$ cat config.mk
export PLATFORM = sky130hd
export DESIGN_NAME = fdct_copro
export DESIGN_NICKNAME = d
export VERILOG_FILES = /design/src/rtl/fdct_pkg.sv /design/src/rtl/fdct_mac_core.sv /design/src/rtl/fdct_host_if.sv /design/src/rtl/fdct_copro.sv
export SDC_FILE = /design/constraint.sdc
export NUM_CORES = 2
export LEC_CHECK = 0
export BUFFER_PORTS_ARGS = -buffer_cell sky130_fd_sc_hd__buf_4
export CORE_MARGIN = 3
export CORE_UTILIZATION = 30
export DETAILED_ROUTE_END_ITERATION = 12
export SYNTH_ARGS = -nofsm -noshare
export SYNTH_HDL_FRONTEND = slang
export SYNTH_SLANG_ARGS = --single-unit
$ cat constraint.sdc
create_clock -name clk_i -period 30.8 [get_ports clk_i]
set_input_delay 1.54 -clock clk_i [delete_from_list [all_inputs] [get_ports clk_i]]
set_output_delay 1.54 -clock clk_i [all_outputs]
set_load 0.03 [all_outputs]
$ cat src/rtl/fdct_pkg.sv
package fdct_pkg;
  localparam int SMP_W = 16;
  localparam int IDX_W = 6;
  localparam int NPTS  = 1 << IDX_W;
  localparam int FRAC  = 6;

  typedef logic signed [SMP_W-1:0] smp_t;

  // Q6 magnitude of cos(k*pi/16) for k = 0..8
  function automatic logic signed [7:0] cos_base(input logic [3:0] k);
    case (k)
      4'd0:    cos_base = 8'sd64;
      4'd1:    cos_base = 8'sd63;
      4'd2:    cos_base = 8'sd59;
      4'd3:    cos_base = 8'sd53;
      4'd4:    cos_base = 8'sd45;
      4'd5:    cos_base = 8'sd36;
      4'd6:    cos_base = 8'sd24;
      4'd7:    cos_base = 8'sd12;
      default: cos_base = 8'sd0;
    endcase
  endfunction

  // Q6 cos((2*pos+1)*freq*pi/16), folded into one quadrant
  function automatic logic signed [7:0] cos_q6(input logic [2:0] pos, input logic [2:0] freq);
    logic [6:0] prod;
    logic [4:0] k;
    logic [4:0] r;
    logic       neg;
    prod = 7'({pos, 1'b1}) * 7'(freq);
    k    = prod[4:0];
    r    = (k > 5'd16) ? 5'd0 - k : k;   // 32-k mod 32
    neg  = (r > 5'd8);
    if (neg) r = 5'd16 - r;
    cos_q6 = neg ? -cos_base(r[3:0]) : cos_base(r[3:0]);
  endfunction
endpackage

$ cat src/rtl/fdct_mac_core.sv
module fdct_mac_core
  import fdct_pkg::*;
#(
  parameter int ACC_W = 28
) (
  input  logic             clk_i,
  input  logic             rst_ni,
  input  logic             start_i,
  input  logic             clear_i,
  output logic [IDX_W-1:0] rd_addr_o,
  input  smp_t             sample_i,
  output logic             wr_en_o,
  output logic [IDX_W-1:0] wr_addr_o,
  output smp_t             coef_o,
  output logic             busy_o,
  output logic             done_o
);
  localparam int CNT_W = 2 * IDX_W;
  localparam int P_W   = SMP_W + 9;
  localparam int S_W   = ACC_W + 16;
  localparam logic signed [S_W-1:0] MAX_V = {{(S_W-SMP_W+1){1'b0}}, {(SMP_W-1){1'b1}}};
  localparam logic signed [S_W-1:0] MIN_V = ~MAX_V;

  logic [CNT_W-1:0]        cnt_q;
  logic signed [ACC_W-1:0] acc_q;
  logic                    busy_q, done_q;

  logic [2:0] u, v, x, y;
  assign {u, v, x, y} = cnt_q;

  logic signed [7:0]       cx, cy, cu, cv;
  logic signed [P_W-1:0]   m1, m2;
  logic signed [ACC_W-1:0] acc_nx;
  logic signed [S_W-1:0]   f1, f2, f3;
  logic                    last_term, last_all;

  always_comb begin
    cx = cos_q6(x, u);
    cy = cos_q6(y, v);
    cu = (u == 3'd0) ? 8'sd45 : 8'sd64;
    cv = (v == 3'd0) ? 8'sd45 : 8'sd64;
    m1 = (P_W'(sample_i) * P_W'(cx)) >>> FRAC;
    m2 = (m1 * P_W'(cy)) >>> FRAC;
    acc_nx = acc_q + ACC_W'(m2);
    f1 = (S_W'(acc_nx) * S_W'(cu)) >>> FRAC;
    f2 = (f1 * S_W'(cv)) >>> FRAC;
    f3 = f2 >>> 2;
    if (f3 > MAX_V)      coef_o = smp_t'(MAX_V);
    else if (f3 < MIN_V) coef_o = smp_t'(MIN_V);
    else                 coef_o = smp_t'(f3);
  end

  assign last_term = (cnt_q[IDX_W-1:0] == {IDX_W{1'b1}});
  assign last_all  = (cnt_q == {CNT_W{1'b1}});
  assign rd_addr_o = cnt_q[IDX_W-1:0];
  assign wr_addr_o = cnt_q[CNT_W-1:IDX_W];
  assign wr_en_o   = busy_q && last_term;
  assign busy_o    = busy_q;
  assign done_o    = done_q;

  always_ff @(posedge clk_i or negedge rst_ni) begin
    if (!rst_ni) begin
      cnt_q  <= '0;
      acc_q  <= '0;
      busy_q <= 1'b0;
      done_q <= 1'b0;
    end else if (busy_q) begin
      cnt_q <= cnt_q + 1'b1;
      acc_q <= last_term ? '0 : acc_nx;
      if (last_all) begin
        busy_q <= 1'b0;
        done_q <= 1'b1;
      end
    end else if (start_i) begin
      cnt_q  <= '0;
      acc_q  <= '0;
      busy_q <= 1'b1;
      done_q <= 1'b0;
    end else if (clear_i) begin
      done_q <= 1'b0;
    end
  end
endmodule

$ cat src/rtl/fdct_host_if.sv
module fdct_host_if
  import fdct_pkg::*;
#(
  parameter int                ADDR_W    = 16,
  parameter logic [ADDR_W-1:0] BASE_ADDR = 16'hFFF7
) (
  input  logic              clk_i,
  input  logic              rst_ni,
  input  logic [ADDR_W-1:0] addr_i,
  input  logic              wr_i,
  input  logic              rd_i,
  input  logic [7:0]        wdata_i,
  output logic [7:0]        rdata_o,
  input  logic              busy_i,
  input  logic              done_i,
  output logic              start_o,
  output logic              push_o,
  input  logic [IDX_W-1:0]  core_rd_addr_i,
  output smp_t              sample_o,
  input  logic              core_wr_i,
  input  logic [IDX_W-1:0]  core_wr_addr_i,
  input  smp_t              coef_i
);
  localparam logic [1:0] OFF_STAT = 2'd0;
  localparam logic [1:0] OFF_CMD  = 2'd1;
  localparam logic [1:0] OFF_LOAD = 2'd2;
  localparam logic [1:0] OFF_UNLD = 2'd3;

  smp_t in_mem  [NPTS];
  smp_t out_mem [NPTS];

  logic [ADDR_W-1:0] off;
  logic              in_win, wr_load, rd_stat, rd_unld;
  logic [IDX_W-1:0]  ld_idx_q, ul_idx_q;
  logic              ld_hi_q, ul_hi_q;
  logic [7:0]        ld_lo_q;
  smp_t              ul_word;

  assign off     = addr_i - BASE_ADDR;
  assign in_win  = (off < ADDR_W'(4));
  assign start_o = wr_i && in_win && (off[1:0] == OFF_CMD) && (wdata_i == 8'h01) && !busy_i;
  assign wr_load = wr_i && in_win && (off[1:0] == OFF_LOAD) && !busy_i;
  assign push_o  = wr_load;
  assign rd_stat = rd_i && in_win && (off[1:0] == OFF_STAT);
  assign rd_unld = rd_i && in_win && (off[1:0] == OFF_UNLD);
  assign sample_o = in_mem[core_rd_addr_i];
  assign ul_word  = out_mem[ul_idx_q];

  always_ff @(posedge clk_i) begin
    if (wr_load && ld_hi_q) in_mem[ld_idx_q] <= smp_t'({wdata_i, ld_lo_q});
    if (core_wr_i)          out_mem[core_wr_addr_i] <= coef_i;
  end

  always_ff @(posedge clk_i or negedge rst_ni) begin
    if (!rst_ni) begin
      ld_idx_q <= '0;
      ld_hi_q  <= 1'b0;
      ld_lo_q  <= '0;
      ul_idx_q <= '0;
      ul_hi_q  <= 1'b0;
      rdata_o  <= '0;
    end else begin
      rdata_o <= '0;
      if (rd_stat) rdata_o <= {7'd0, done_i};
      if (rd_unld) begin
        rdata_o <= ul_hi_q ? ul_word[15:8] : ul_word[7:0];
        ul_hi_q <= ~ul_hi_q;
        if (ul_hi_q) ul_idx_q <= ul_idx_q + 1'b1;
      end
      if (wr_load) begin
        ld_hi_q <= ~ld_hi_q;
        if (!ld_hi_q) ld_lo_q <= wdata_i;
        else          ld_idx_q <= ld_idx_q + 1'b1;
      end
      if (start_o) begin
        ld_idx_q <= '0;
        ld_hi_q  <= 1'b0;
        ul_idx_q <= '0;
        ul_hi_q  <= 1'b0;
      end
    end
  end
endmodule

$ cat src/rtl/fdct_copro.sv
module fdct_copro
  import fdct_pkg::*;
#(
  parameter int                ADDR_W    = 16,
  parameter logic [ADDR_W-1:0] BASE_ADDR = 16'hFFF7,
  parameter int                ACC_W     = 28
) (
  input  logic              clk_i,
  input  logic              rst_ni,
  input  logic [ADDR_W-1:0] addr_i,
  input  logic              wr_i,
  input  logic              rd_i,
  input  logic [7:0]        wdata_i,
  output logic [7:0]        rdata_o
);
  logic             busy, done, start, push, core_wr;
  logic [IDX_W-1:0] core_rd_addr, core_wr_addr;
  smp_t             sample, coef;

  fdct_host_if #(.ADDR_W(ADDR_W), .BASE_ADDR(BASE_ADDR)) u_if (
    .clk_i          (clk_i),
    .rst_ni         (rst_ni),
    .addr_i         (addr_i),
    .wr_i           (wr_i),
    .rd_i           (rd_i),
    .wdata_i        (wdata_i),
    .rdata_o        (rdata_o),
    .busy_i         (busy),
    .done_i         (done),
    .start_o        (start),
    .push_o         (push),
    .core_rd_addr_i (core_rd_addr),
    .sample_o       (sample),
    .core_wr_i      (core_wr),
    .core_wr_addr_i (core_wr_addr),
    .coef_i         (coef)
  );

  fdct_mac_core #(.ACC_W(ACC_W)) u_core (
    .clk_i     (clk_i),
    .rst_ni    (rst_ni),
    .start_i   (start),
    .clear_i   (push),
    .rd_addr_o (core_rd_addr),
    .sample_i  (sample),
    .wr_en_o   (core_wr),
    .wr_addr_o (core_wr_addr),
    .coef_o    (coef),
    .busy_o    (busy),
    .done_o    (done)
  );
endmodule

==> results by group <==
Detailed routing
  • Max Used Layer: met5
  • Wire length per cell: 22.4 microns
  • Initial DRC count: 4811
  • DRT Wirelength: 241 mm
  • WL met2: 116 mm
  • DRC: 0
  • Routed wl met3: 16.8 mm
  • Post-route ant nets: 0
  • Pre-antenna DRT Iters: 6
  • Routed vias: 53100
  • Vias per inst: 4.93
  • Met1 WL: 101 mm

Synthesis
  • Synthesized area: 0.102 sq mm
  • Top area cells in the synthesized netlist: edfxtp_1 60%, mux4_2 14%, fa_1 6.6%
  • Synth unique cells: 98
  • Synth Instances: 5940
  • Syn Area/Cell: 17.2 sq um
  • Seq/Total Area, Yosys: 62.0%
  • Synth top area share: 60.2%
  • Register bit total from synthesis: 2120
  • Most common cell in the synthesized netlist: edfxtp_1
  • Ys flop type: edfxtp_1
  • Synth async-reset ratio: 3.40%
  • Synth cell count leaders: 2048 x edfxtp_1, 656 x mux4_2, 550 x inv_1
  • Ys Warns: 0
  • Number of flops mapped to enable cells by yosys: 2048
  • Dominant cell type by area after synthesis: edfxtp_1

Layout
  • Layout cells sized above 1: 21.0%
  • Layout Nets: 6802
  • Register Area: 0.0633 sq mm
  • Layout area overhead: 12.5%
  • Multi-input gate area: 0.0358 sq mm
  • Fillers: 31800

Clock tree
  • Clk_lat worst skew: 0.87 ns
  • Gates resized, CTS repair: 0
  • Clock Sinks: 2120
  • CTS tree: yes
  • Worst-path clk slew: 0.06 ns
  • CTS Buf Count: 209
  • Max clock buf depth: 4
  • Post-CTS setup buffers: 0
  • Root Buffer: clkbuf_16
  • Max H-tree Level: 4
  • Post-CTS Hold Fix Bufs: 0

Global routing
  • Total track usage: 13.7%
  • Global-route wire length before repair: 361 mm
  • Initial antenna violation count: 9
  • Grt total ovfl: 0
  • Vias in the first global route: 55700
  • Largest net degree at the start of global routing: 142

Placement
  • Routability-driven placement congestion ratio: 0.801
  • Post-DP HPWL: 145 mm
  • Port Buffers: 35

Critical path
  • Critical Path AT: 28.58 ns
  • Worst setup SP type: register
  • Crit path max fanout: 66
  • Crit-path max cell delay: 1.02 ns
  • CP required: 31.21 ns
  • Critical Path Start: u_core.cnt_q[3]$_DFFE_PN0P_
  • Critical path class: register to register
  • Worst flop-to-flop path startpoint: u_core.cnt_q[3]$_DFFE_PN0P_
  • Slowest-stage cell, CP: a21o_2
  • Critical Path End Type: register
  • Most Frequent Cell on Critical Path: fa_1

STA
  • Fin Setup TNS: 0 ns
  • Final hold vios: 0
  • Worst slew pin tran: 1.44 ns
  • Relative slew slack: 3.51%
  • Final worst path period need: 28.16 ns
  • Slew Viols, Final: 0
  • Max Freq: 0.0355 GHz
  • RSZ-0062 raised after global routing: false
  • Clk_skew: 0.0808 ns
  • Period utilization: 91.4%
  • Final setup fails: 0

Job
  • Max-cap viol count: 0

Hold path
  • Min-delay src: u_core.acc_q[12]$_DFFE_PN0P_
  • HP Class: register to register

Floorplan
  • Die H: 589 microns
  • Core Region: 0.338 sq mm
  • Die Span X: 589 microns
  • Row cnt: 213
  • Ports: 36
  • Initial Utilization: 30.2%
  • Die area: 0.347 sq mm

Status
  • Status: completed
==> registers in the layout, indices dropped and copies added (netlist names) <==
name	flops
u_if.in_mem	1024
u_if.out_mem	1024
u_core.acc_q	28
u_core.cnt_q	12
u_if.ld_lo_q	8
u_if.rdata_o	8
u_if.ld_idx_q	6
u_if.ul_idx_q	6
u_core.busy_o	1
u_core.done_o	1
u_if.ld_hi_q	1
u_if.ul_hi_q	1
==> cell families after synthesis <==
logic type	synth area share, %
DFF	62.0
and+or+nand+nor	4.34
buffers and inverters	3.10
muxes	15.1
adders and majority gates	11.0
AOI/OAI and AO/OA	3.09
xor gates and xnor gates	1.41
other	0.00736
==> through the flow <==
stage          setup slack [ns]  hold slack [ns]  instance area [sq um]  instances  util [%]
2_1_floorplan              5.16            0.455                 102000       5948         -
3_3_place_gp               3.22            0.475                 108000      10400      32.1
3_5_place_dp               2.65            0.485                 108000      10400      32.1
4_1_cts                    2.50            0.501                 115000      10800      34.0
5_1_grt                   0.345            0.533                 115000      10800      34.0
6_report                   2.64            0.495                 115000      10800      34.0
==> metal layers <==
layer  track usage [%]  vias up
met5                 0        -
met4              3.97        8
met3              2.69      349
met2              22.5     1655
met1              18.4    28200
li1                  -    22900
==> cells in the final DEF, fill, tap and decap left out, types with 32 or more instances in the layout <==
cell,n
inv_1,550
xnor2_1,89
nand3_1,41
or2_2,44
nor3_1,38
clkinv_1,37
dfrtp_1,55
nand2b_1,34
clkbuf_1,52
nor2_1,427
a21oi_1,136
buf_4,196
edfxtp_1,2048
a21o_1,47
xor2_1,57
ha_1,356
clkinv_2,41
mux2i_1,32
o21ai_0,83
mux4_2,656
and2_1,38
o21bai_1,32
nor2b_1,52
clkbuf_16,212
nand2_1,159
fa_1,336
==> critical path: cells and delay by family, from the launching register on <==
family | cells | cell delay (ns)
flip-flops | 1 | 0.92
buffers and inverters | 15 | 1.23
AO/OA/AOI/OAI | 30 | 8.26
XOR/XNOR | 12 | 4.01
AND/OR/NAND/NOR | 23 | 3.43
adder cells (fa/ha/maj) | 23 | 9.79
==> area by class of cell <==
type / count / share of cell area (%)
diodes: 5 / 0.0109
clock buffers: 265 / 4.80
clock inverters: 105 / 0.796
inverters: 551 / 1.80
multi-input cells: 2998 / 31.2
flip-flops and latches: 2120 / 55.1
well taps: 4515 / 4.92
repair buffers: 202 / 1.39
==> path summary, 6_finish.rpt <==
path                                                 endpoint  slack (ns)  cells after the start
max in group asynchronous         u_core.cnt_q[2]$_DFFE_PN0P_       28.85                      2
worst min register to register   u_core.acc_q[12]$_DFFE_PN0P_        0.50                      2
worst max-delay path            u_if.out_mem[38][4]$_DFFE_PP_        2.64                    103
worst min-delay path             u_core.acc_q[12]$_DFFE_PN0P_        0.50                      2
min in group asynchronous        u_core.acc_q[10]$_DFFE_PN0P_        0.69                      1
worst max register to register  u_if.out_mem[38][4]$_DFFE_PP_        2.64                    103
Power is left out: the tool's default activity adds up to more than one toggle a clock period on the data nets, which glitch-free logic cannot reach.
